<file path="src/rtl/acc_alu_pkg.sv">
package acc_alu_pkg;

    typedef enum logic [3:0] {
        OP_NOP = 4'h0,
        OP_ADD = 4'h1,
        OP_SUB = 4'h2,
        OP_AND = 4'h3,
        OP_OR  = 4'h4,
        OP_INV = 4'h5,
        OP_SHR = 4'h6,
        OP_SHL = 4'h7,
        OP_MUL = 4'h8,
        OP_DIV = 4'h9
    } alu_op_e;

endpackage

</file>
<file path="src/rtl/acc_alu_logic.sv">
module acc_alu_logic
    import acc_alu_pkg::*;
#(
    parameter int DATA_W = 16
) (
    input  logic [3:0]        op_i,
    input  logic [DATA_W-1:0] a_i,
    input  logic [DATA_W-1:0] b_i,
    output logic [DATA_W-1:0] res_o
);

    // Adder, bitwise and shift paths; unknown codes fall back to a_i.
    always_comb begin
        res_o = a_i;
        case (op_i)
            OP_ADD: res_o = a_i + b_i;
            OP_SUB: res_o = a_i - b_i;
            OP_AND: res_o = a_i & b_i;
            OP_OR:  res_o = a_i | b_i;
            OP_INV: res_o = ~b_i;
            OP_SHR: res_o = {1'b0, a_i[DATA_W-1:1]};
            OP_SHL: res_o = {a_i[DATA_W-2:0], 1'b0};
            default: res_o = a_i;
        endcase
    end

endmodule

</file>
<file path="src/rtl/acc_alu_muldiv.sv">
module acc_alu_muldiv #(
    parameter int DATA_W = 16,
    parameter int PROD_W = 8
) (
    input  logic [DATA_W-1:0] a_i,
    input  logic [DATA_W-1:0] b_i,
    output logic [DATA_W-1:0] mul_o,
    output logic [DATA_W-1:0] div_o
);

    logic [DATA_W-1:0] prod_lo;

    assign prod_lo = a_i * b_i;

    generate
        if (PROD_W < DATA_W) begin : g_trunc
            localparam logic [DATA_W-1:0] KEEP_MASK = DATA_W'((1 << PROD_W) - 1);
            assign mul_o = prod_lo & KEEP_MASK;
        end else begin : g_full
            assign mul_o = prod_lo;
        end
    endgenerate

    // Quotient only; a zero divisor saturates to all ones.
    always_comb begin
        if (b_i == '0) begin
            div_o = '1;
        end else begin
            div_o = a_i / b_i;
        end
    end

endmodule

</file>
<file path="src/rtl/acc_alu.sv">
module acc_alu
    import acc_alu_pkg::*;
#(
    parameter int DATA_W = 16,
    parameter int PROD_W = 8
) (
    input  logic              clk,
    input  logic              rst,
    input  logic [3:0]        op_i,
    input  logic [DATA_W-1:0] acc_i,
    input  logic [DATA_W-1:0] opnd_i,
    output logic [DATA_W-1:0] result_o,
    output logic              sign_o,
    output logic              zero_o
);

    typedef struct packed {
        logic [DATA_W-1:0] res;
        logic              sign;
        logic              zero;
    } alu_out_t;

    localparam alu_out_t RESET_VAL = '{res: '0, sign: 1'b0, zero: 1'b1};

    logic [DATA_W-1:0] logic_res;
    logic [DATA_W-1:0] mul_res;
    logic [DATA_W-1:0] div_res;
    alu_out_t          out_d;
    alu_out_t          out_q;

    acc_alu_logic #(.DATA_W(DATA_W)) u_logic (
        .op_i  (op_i),
        .a_i   (acc_i),
        .b_i   (opnd_i),
        .res_o (logic_res)
    );

    acc_alu_muldiv #(.DATA_W(DATA_W), .PROD_W(PROD_W)) u_muldiv (
        .a_i   (acc_i),
        .b_i   (opnd_i),
        .mul_o (mul_res),
        .div_o (div_res)
    );

    always_comb begin
        out_d = out_q;
        case (op_i)
            OP_MUL:  out_d.res = mul_res;
            OP_DIV:  out_d.res = div_res;
            default: out_d.res = logic_res;
        endcase
        out_d.sign = out_d.res[DATA_W-1];
        out_d.zero = (out_d.res == '0);
    end

    always_ff @(posedge clk) begin
        if (rst) begin
            out_q <= RESET_VAL;
        end else begin
            out_q <= out_d;
        end
    end

    assign result_o = out_q.res;
    assign sign_o   = out_q.sign;
    assign zero_o   = out_q.zero;

    a_r12_reset_state: assert property (@(posedge clk)
        rst |=> (result_o == '0 && !sign_o && zero_o));

    a_r10_pass_through: assert property (@(posedge clk) disable iff (rst)
        (op_i == 4'h0 || op_i >= 4'hA) |=> result_o == $past(acc_i));

    a_r4_inverts_operand: assert property (@(posedge clk) disable iff (rst)
        (op_i == OP_INV) |=> result_o == ~$past(opnd_i));

    a_r9_div_by_zero: assert property (@(posedge clk) disable iff (rst)
        (op_i == OP_DIV && opnd_i == '0) |=> result_o == '1);

    a_r5_shr_zero_fill: assert property (@(posedge clk) disable iff (rst)
        (op_i == OP_SHR) |=> (!result_o[DATA_W-1] && !sign_o));

    a_r7_mul_upper_clear: assert property (@(posedge clk) disable iff (rst)
        (op_i == OP_MUL && PROD_W < DATA_W) |=> (result_o >> PROD_W) == '0);

endmodule

</file>
<file path="config.mk">
export PLATFORM = sky130hd
export DESIGN_NAME = acc_alu
export DESIGN_NICKNAME = d
export VERILOG_FILES = /design/src/rtl/acc_alu_pkg.sv /design/src/rtl/acc_alu_logic.sv /design/src/rtl/acc_alu_muldiv.sv /design/src/rtl/acc_alu.sv
export SDC_FILE = /design/constraint.sdc
export NUM_CORES = 1
export LEC_CHECK = 0
export CORE_UTILIZATION = 30
export DETAILED_ROUTE_END_ITERATION = 10
export SLEW_MARGIN = 10
export SYNTH_ARGS = -nofsm -noshare
export SYNTH_HDL_FRONTEND = slang
export SYNTH_SLANG_ARGS = --single-unit
</file>
<file path="constraint.sdc">
create_clock -name clk -period 78.1 [get_ports clk]
set_input_delay 23.43 -clock clk [delete_from_list [all_inputs] [get_ports clk]]
set_output_delay 23.43 -clock clk [all_outputs]
set_load 0.03 [all_outputs]
</file>
# ---- Word-level counts from Yosys, hierarchy flattened
# Index checks and enable logic that the tools add are counted.
dict set report totals {
  ff_bits 18
}
dict set report classes {
  muxes 3
  eq_ne 9
  multipliers 1
  add_sub_neg 2
  n_div 1
  n_reduce_logical 2
  bitwise_logic 3
}
# cell count
set ops {}
lappend ops {{one-hot mux 16 bit (7 select lines)} 1}
lappend ops {{logical NOT 16 bit} 2}
lappend ops {{one-hot mux 16 bit (2 select lines)} 1}
lappend ops {{adder 16 bit} 1}
lappend ops {{bitwise AND 16 bit} 1}
lappend ops {{divider 16 x 16 -> 16 bit} 1}
lappend ops {{equality test 4 x 3 -> 1 bit (second input constant)} 4}
lappend ops {{multiplier 16 x 16 -> 8 bit} 1}
lappend ops {{two-way mux 16 bit} 1}
lappend ops {{inverter 16 bit} 1}
lappend ops {{bitwise OR 16 bit} 1}
lappend ops {{subtractor 16 bit} 1}
lappend ops {{equality test 4 x 2 -> 1 bit (second input constant)} 2}
lappend ops {{equality test 4 bit (second input constant)} 2}
lappend ops {{equality test 4 x 1 -> 1 bit (second input constant)} 1}

# ---- Depth between registers and ports, before layout
# Gate-level depths: netlist (run 1).
dict set report logic_depth {
  word_depth 4
  depth_mapped 134
  ltp_nobuf 126
}

# ---- Modules after synthesis
# Synthesis (run 1) repeated with hierarchy kept, for this count alone.
dict set report unflattened {
  cells_unflattened 1527
  hier_area_um2 10918.0
}
# mod cells_each instances area_each_um2 seq_area_each_um2
set modules_own_cells {}
lappend modules_own_cells {acc_alu_muldiv 1099 1 7868.8 0.0}
lappend modules_own_cells {acc_alu_logic 325 1 2122.0 0.0}
lappend modules_own_cells {acc_alu 103 1 927.1 340.3}

# ---- Worst setup path after synthesis (run 1)
# OpenSTA, ideal clock, no wires.
dict set report synth_timing {
  path_type {input-to-reg}
  start {input port opnd_i[4]}
  end {register out_q, in the netlist zero_o}
  required_time_ps 78013
  setup_slack_ps 28385
  stages 123
  arrival_ps 49628
  setup_time_ps 87
  path_cell_list {clkbuf_1 > nor4_2 > and4_1 > nand2_1 > nand2_1 > o21ai_0 > ha_1 > nor4b_1 > nor2_1 > o211ai_1 > nand2_1 > ha_1 > o211ai_1 > a21bo_2 > o22a_1 > a21boi_0 > inv_1 > ha_1 > (+87 left out) > nor4_1 > o32ai_1 > o41a_1 > or4_1 > and3_1 > a311oi_1 > clkbuf_1 > mux2_2 > ha_1 > and4_1 > a221o_1 > a31oi_1 > o211ai_1 > o21ai_0 > nand3_1 > nor3_1 > nand4_1 > o31ai_1}
}
dict set report synth_via {
  elab_chain_cells 4
}
# element line_no
set synth_rtl {}
lappend synth_rtl {{start: declaration} acc_alu.sv:11} ;# input logic [DATA_W-1:0] opnd_i,
lappend synth_rtl {{divider 16 x 16 -> 16 bit (tied with other cells)} acc_alu_muldiv.sv:29} ;# div_o = a_i / b_i;
lappend synth_rtl {{two-way mux 16 bit or one-hot mux 16 bit (7 select lines) (tied branches)} {acc_alu_muldiv.sv:26, acc_alu_logic.sv:15}}
lappend synth_rtl {{one-hot mux 16 bit (2 select lines) (*)} acc_alu.sv:47} ;# case (op_i)
lappend synth_rtl {{logical NOT 16 bit (*)} acc_alu.sv:53} ;# out_d.zero = (out_d.res == '0);
lappend synth_rtl {{end signal: assignment} acc_alu.sv:60} ;# out_q <= out_d;
lappend synth_rtl {{end: declaration} acc_alu.sv:29} ;# alu_out_t out_q;
# Every way passes the cells marked *; elsewhere a longest branch is shown, timed or not.
# A chain may end at the register's enable or synchronous reset.

# ---- Worst setup path in the final report (run 1)
dict set report layout_timing {
  start {input port opnd_i[3]}
  end {register out_q, in the netlist zero_o}
}
# Same word-level chain as after synthesis.

==> results of run 1 <==
-- power by group --
part | internal (µW) | switching (µW)
clock network | 6.90 | 2.97
logic | 44.9 | 62.0
registers | 9.54 | 0.216
total | 61.3 | 65.2
-- stage by stage --
step                      instances  hold WS (ns)  instance area (µm²)
final                          1950         24.01                11600
after global routing           1950         24.07                11600
after CTS                      1949         24.01                11600
after detailed placement       1945         24.26                11600
after global placement         1945         24.26                11600
after floorplan                1476         23.50                10500
-- worst paths after layout --
check | from | to | slack [ns] | cells after the start
hold / removal | rst | result_o[14]$_SDFF_PP0_ | 24.01 | 2
setup / recovery | opnd_i[3] | zero_o$_SDFF_PP1_ | 23.00 | 112
-- final cells by class --
type	count	share of cell area, %
clock buffer	4	0.677
inverter	78	2.51
multi-input combinational	1316	82.7
sequential	17	2.92
tap	455	4.89
timing repair buffer	80	6.27
-- metal layers --
metal / up-vias / global-route usage [%]
met5: - / 0
met4: 0 / 7.79
met3: 102 / 1.59
met2: 527 / 34.6
met1: 5445 / 27.6
li1: 5558 / -
-- Yosys cell counts, drive strengths merged, types with 6 or more instances --
library cell  instances  area, µm²
a211oi               17        140
a21boi               13       97.6
a21o                 45        338
a21oi               118        591
a221oi                6       52.6
a22o                  6       52.6
a31oi                22        138
and2                 20        125
and3                 10       62.6
buf                  12       66.3
clkbuf               53        199
dfxtp                17        340
fa                   13        260
ha                  172       2150
inv                  76        285
mux2                 29        334
mux2i                14        140
mux4                  7        158
nand2               119        447
nand2b                9       56.3
nand3                34        170
nand4                21        131
nor2                152        571
nor2b                14       87.6
nor3                 55        285
nor3b                 6       45.0
nor4                 11       90.1
o2111ai               6       52.6
o211ai               24        185
o21a                 37        278
o21ai                76        380
o21bai                6       45.0
o221ai                6       52.6
o22ai                 8       50.1
or2                  13       81.3
or3                  21        136
xnor2                72        631
xor2                 34        298
-- flip-flops by register name, indices dropped and copies added, names as in the netlist --
name and flops:
zero_o 1, result_o 16
-- kinds of logic after synthesis --
group           Yosys count  synth area share [%]
simple gates            502                  23.1
compound gates          473                  30.6
fa+ha+maj               185                  22.9
buf+inv                 143                  5.30
xor+xnor                106                  8.82
mux                      50                  6.00
flops                    17                  3.23
==> summary.txt, run 1 <==
Timing
  • Tcrit/Tclk final: ~71%
  • Final worst slack: 23.00 ns
  • RSZ-0062 raised after global routing: false
  • Minimum clock period: 55.10 ns
  • Hold Fails Final Rpt: 0
  • Actual slew at the worst max-slew pin: 1.25 ns
  • Final Setup Violations: 0
  • Slew Limit Headroom: 16.6%
  • Slew Limit Fails: 0
  • Max Freq: 18.1 MHz
  • Setup TNS: 0 ns

Final layout
  • Antenna Cells: 0
  • Layout fillers: ~3,700
  • Multi-input gate area: 9640 µm²
  • Storage cell area: 340 µm²
  • Most frequent cells in the layout: ha_1 (172), nor2_1 (152), nand2_1 (119)
  • Area Growth Syn to Fin: 10.7%
  • Nets: 1,719
  • Commonest non-fill, non-tap cell in the layout: ha_1
  • Post-Route Utilization: about a third
  • Share of cells above drive strength 1: 6.69%

Clock tree
  • Hold-fix buffers, CTS: 0
  • Clk root buf: clkbuf_16
  • Post-cts gate resize count: 0
  • TritonCTS buffer count: 3
  • Buffer depth of the longest clock path: 2
  • CTS tree: done
  • # Post-CTS Setup Buffers: 0
  • Htree depth: 1
  • Clock-pin slew on the worst setup and hold paths: 0.05 ns
  • Clock sinks: 17

Synthesis
  • Number of flops mapped to enable cells by yosys: 0
  • Syn. warnings: 0
  • Synthesized instance count: 1,476
  • Post-Synthesis Cell Area: 10,500 µm²
  • Post-synthesis cell type count: 86
  • Sequential-to-total area share from yosys stat: under 10%
  • Avg Cell Area, Syn: 7.13 µm²
  • Most used DFF post-synth: dfxtp_1
  • Seq cells post-synth: 17
  • Post-synthesis async set-or-reset flop share: 0%
  • Net Count, Synth: 1,699

Global route
  • First-pass GRT wire length: 59,600 µm
  • Vias in the first global route: 10,824
  • Largest net degree at the start of global routing: 50
  • Initial antenna violation count: 0
  • GRT overflow: 0
  • Gr usage total: 20.7%

Detailed routing
  • Drt pass-1 iters: 5
  • Routed length on met2: approximately 17,000 µm
  • M1 WL: approximately 17,000 µm
  • Routed vias: about 12,000
  • DRT iter0 DRCs: 933
  • Total Routed Length: about 38,000 µm
  • DR WL/cell: between 15 and 20 µm
  • Drt via density: 5.97
  • Metal3 WL: between 2000 and 3000 µm
  • Residual DRC count: 0
  • Max layer used: met4
  • Antenna Violating Nets Remaining: 0

Pwr
  • Worst vdd ir: around 13 µV
  • Pleak: 0.00503 µW
  • Pwr/cell area: 10.9 nW/µm²
  • Total power: 127 µW

Die
  • Initial Utilization: a little under a third
  • DIE AREA: 35,800 µm²
  • Die height: roughly 190 µm
  • Core box area: about 35,000 µm²
  • IO Count: 56
  • # rows: ~70
  • Die W: roughly 190 µm

Setup path
  • CP max stage cell: a21oi_1
  • Crit start category: input port
  • Crit Path Max Fanout: 27
  • WP buf/inv: 8
  • Cell class contributing the biggest share of worst-path delay: compound AO/OA/AOI/OAI gates
  • Arr. time, crit path: around 55 ns
  • CP Class: in -> reg
  • Worst path most repeated cell: ha_1
  • Worst EP required: 78.25 ns
  • CP peak stage delay: approximately 0.96 ns
  • Worst Setup End Kind: flip-flop

Placed design
  • Port Buf Inserts: 55
  • Post-DP HPWL: 30,000 µm
  • Pre-CTS setup slack: 23.05 ns
  • GPL Wtd Cong: between 0.9 and 1

Min path
  • Worst min path class: in -> reg

Run status
  • Outcome: finished clean

Job
  • Number of max-cap violations: 0
No activity file was read; power rests on OpenSTA's default activity.
==> run 2: changes to the inputs <==
==> constraint.sdc (replaced) <==
create_clock -name clk -period 54.1 [get_ports clk]
set_input_delay 16.23 -clock clk [delete_from_list [all_inputs] [get_ports clk]]
set_output_delay 16.23 -clock clk [all_outputs]
set_load 0.03 [all_outputs]
==> run 2 against run 1 <==
Net effect: flip-flop and latch count stayed put; sequential share of layout area stayed put; core utilization unchanged; wire length rose by 0.41%; first-iteration DRC count increased by 6.6%; clock power increased by 44%; critical path depth unchanged; largest power group unchanged; combinational power rose by 44%; via count shrank 0.21%.
==> summary.txt, run 2 (synthesis gave the netlist of run 1 again) <==
Run status
  • Outcome: finished clean (unchanged)

Clock tree
  • Post-cts gate resize count: 0 (unchanged)
  • Clk root buf: clkbuf_16 (unchanged)
  • Hold-fix buffers, CTS: 0 (unchanged)
  • TritonCTS buffer count: 3 (unchanged)
  • Buffer depth of the longest clock path: 2 (unchanged)
  • Clock sinks: 17 (unchanged)
  • CTS tree: done (unchanged)
  • # Post-CTS Setup Buffers: 0 (unchanged)
  • Htree depth: 1 (unchanged)
  • Clock-pin slew on the worst setup and hold paths: 0.05 ns (about the same)

Setup path
  • CP Class: in -> reg (unchanged)
  • Crit Path Max Fanout: 27 (unchanged)
  • CP max stage cell: a21oi_1 (unchanged)
  • Worst Setup End Kind: flip-flop (unchanged)
  • Worst path most repeated cell: ha_1 (unchanged)
  • Crit start category: input port (unchanged)
  • Worst EP required: 54.25 ns (was 78.25 ns)
  • CP peak stage delay: 0.98 ns (was 0.96 ns)
  • Arr. time, crit path: 48.18 ns (was 55.25 ns)
  • Setup crit start: opnd_i[5] (was opnd_i[3])

Timing
  • RSZ-0062 raised after global routing: false (unchanged)
  • Final Setup Violations: 0 (unchanged)
  • Worst hold margin: 16.82 ns (was 24.01 ns)
  • Minimum clock period: 48.03 ns
  • Tcrit/Tclk final: 88.8%
  • Slew Limit Fails: 0 (unchanged)
  • Max Freq: 20.8 MHz
  • Actual slew at the worst max-slew pin: 1.28 ns (was 1.25 ns)
  • Slew Limit Headroom: 14.9% (was 16.6%)
  • Setup TNS: 0 ns (unchanged)
  • Hold Fails Final Rpt: 0 (unchanged)

Final layout
  • Layout fillers: 3,708 (was 3,702)
  • Max reg flops: 16 (unchanged)
  • Nets: 1,719 (unchanged)
  • Multi-input gate area: 9640 µm² (unchanged)
  • Most frequent cells in the layout: ha_1 (172), nor2_1 (152), nand2_1 (119) (unchanged)
  • Area Growth Syn to Fin: 10.7% (unchanged)
  • Share of cells above drive strength 1: 6.69% (unchanged)
  • Commonest non-fill, non-tap cell in the layout: ha_1 (unchanged)
  • Post-Route Utilization: 33.7% (unchanged)
  • Antenna Cells: 0 (unchanged)
  • Storage cell area: 340 µm² (unchanged)

Detailed routing
  • Metal3 WL: 2800 µm (was 2750 µm)
  • Total Routed Length: 38,300 µm (was 38,200 µm)
  • Antenna Violating Nets Remaining: 0 (unchanged)
  • Max layer used: met4 (unchanged)
  • Drt pass-1 iters: 7 (was 5)
  • M1 WL: 16,700 µm (was 16,600 µm)
  • Routed length on met2: 17,200 µm (was 17,300 µm)
  • Drt via density: 5.95 (was 5.97)
  • DR WL/cell: 19.7 µm (was 19.6 µm)
  • DRT iter0 DRCs: 995 (was 933)
  • Routed vias: 11,607 (was 11,632)
  • Residual DRC count: 0 (unchanged)

Pwr
  • Pwr/cell area: 15.7 nW/µm² (was 10.9 nW/µm²)
  • Pleak: 0.00503 µW (about the same)
  • Worst vdd ir: 17.0 µV (was 12.7 µV)

Min path
  • Hold Startpoint: rst (unchanged)
  • Worst min path class: in -> reg (unchanged)
  • Hold Crit Depth: 2 (unchanged)

Global route
  • First-pass GRT wire length: 60,000 µm (was 59,600 µm)
  • Vias in the first global route: 10,866 (was 10,824)
  • Initial antenna violation count: 1 (was 0)
  • Gr usage total: 20.8% (was 20.7%)
  • Largest net degree at the start of global routing: 50 (unchanged)
  • GRT overflow: 0 (unchanged)

Placed design
  • Post-DP HPWL: 30,100 µm (was 30,000 µm)
  • GPL Wtd Cong: 0.942 (was 0.940)
  • Port Buf Inserts: 55 (unchanged)

Die
  • Die height: 189 µm (unchanged)
  • Initial Utilization: 30.5% (unchanged)
  • Core box area: 34,500 µm² (unchanged)
  • DIE AREA: 35,800 µm² (unchanged)
  • # rows: 68 (unchanged)
  • Die W: 189 µm (unchanged)
  • IO Count: 56 (unchanged)

Job
  • Number of max-cap violations: 0 (unchanged)
## run 2: path summary, 6_finish.rpt
path	to	slack [ns]
setup / recovery	zero_o$_SDFF_PP1_	6.07
hold / removal	result_o[9]$_SDFF_PP0_	16.82
## run 2: area by class of cell
| type | instances | share of cell area, % |
|---|---|---|
| flip-flops and latches | 17 | 2.92 |
| inverters | 78 | 2.51 |
| well taps | 455 | 4.89 |
| clock buffers | 4 | 0.677 |
| repair buffers | 80 | 6.27 |
| multi-input cells | 1316 | 82.7 |
## run 2: critical path: cells and delay by family
family                     cells  cell delay [ns]
AOI/OAI and AO/OA             57            16.75
adders and majority gates     15             4.75
buffers and inverters          8             2.10
muxes                          3             1.23
and+or+nand+nor               29             7.05
## run 2: metrics by stage
step | setup WS [ns] | total power [µW] | cell area, µm² | cells
2_1_floorplan | 11.58 | 126 | 10500 | 1476
3_3_place_gp | 6.95 | 164 | 11600 | 1945
3_5_place_dp | 6.11 | 165 | 11600 | 1945
4_1_cts | 6.25 | 181 | 11600 | 1949
5_1_grt | 3.92 | 199 | 11600 | 1950
6_report | 6.07 | 182 | 11600 | 1950
## run 2: per-layer routing
metal	global-route usage (%)	vias to the layer above
met5	0	-
met4	7.79	0
met2	34.9	516
met1	27.4	5448
li1	-	5539
met3	2.06	104
## run 2: power by group
| part | total (µW) | switching [µW] | internal, µW |
|---|---|---|---|
| clock | 14.2 | 4.26 | 9.96 |
| sequential | 14.1 | 0.310 | 13.8 |
| combinational | 154 | 89.5 | 64.6 |
| total | 182 | 94.0 | 88.3 |
==> run 3: changes to the inputs <==
--- a/config.mk
+++ b/config.mk
@@ -7,6 +7,7 @@
 export LEC_CHECK = 0
 export CORE_UTILIZATION = 30
 export DETAILED_ROUTE_END_ITERATION = 10
+export SETUP_SLACK_MARGIN = 0.15
 export SLEW_MARGIN = 10
 export SYNTH_ARGS = -nofsm -noshare
 export SYNTH_HDL_FRONTEND = slang
==> results of run 3 <==
Same layout as run 2: the final DEF is identical, and so are final timing and power.
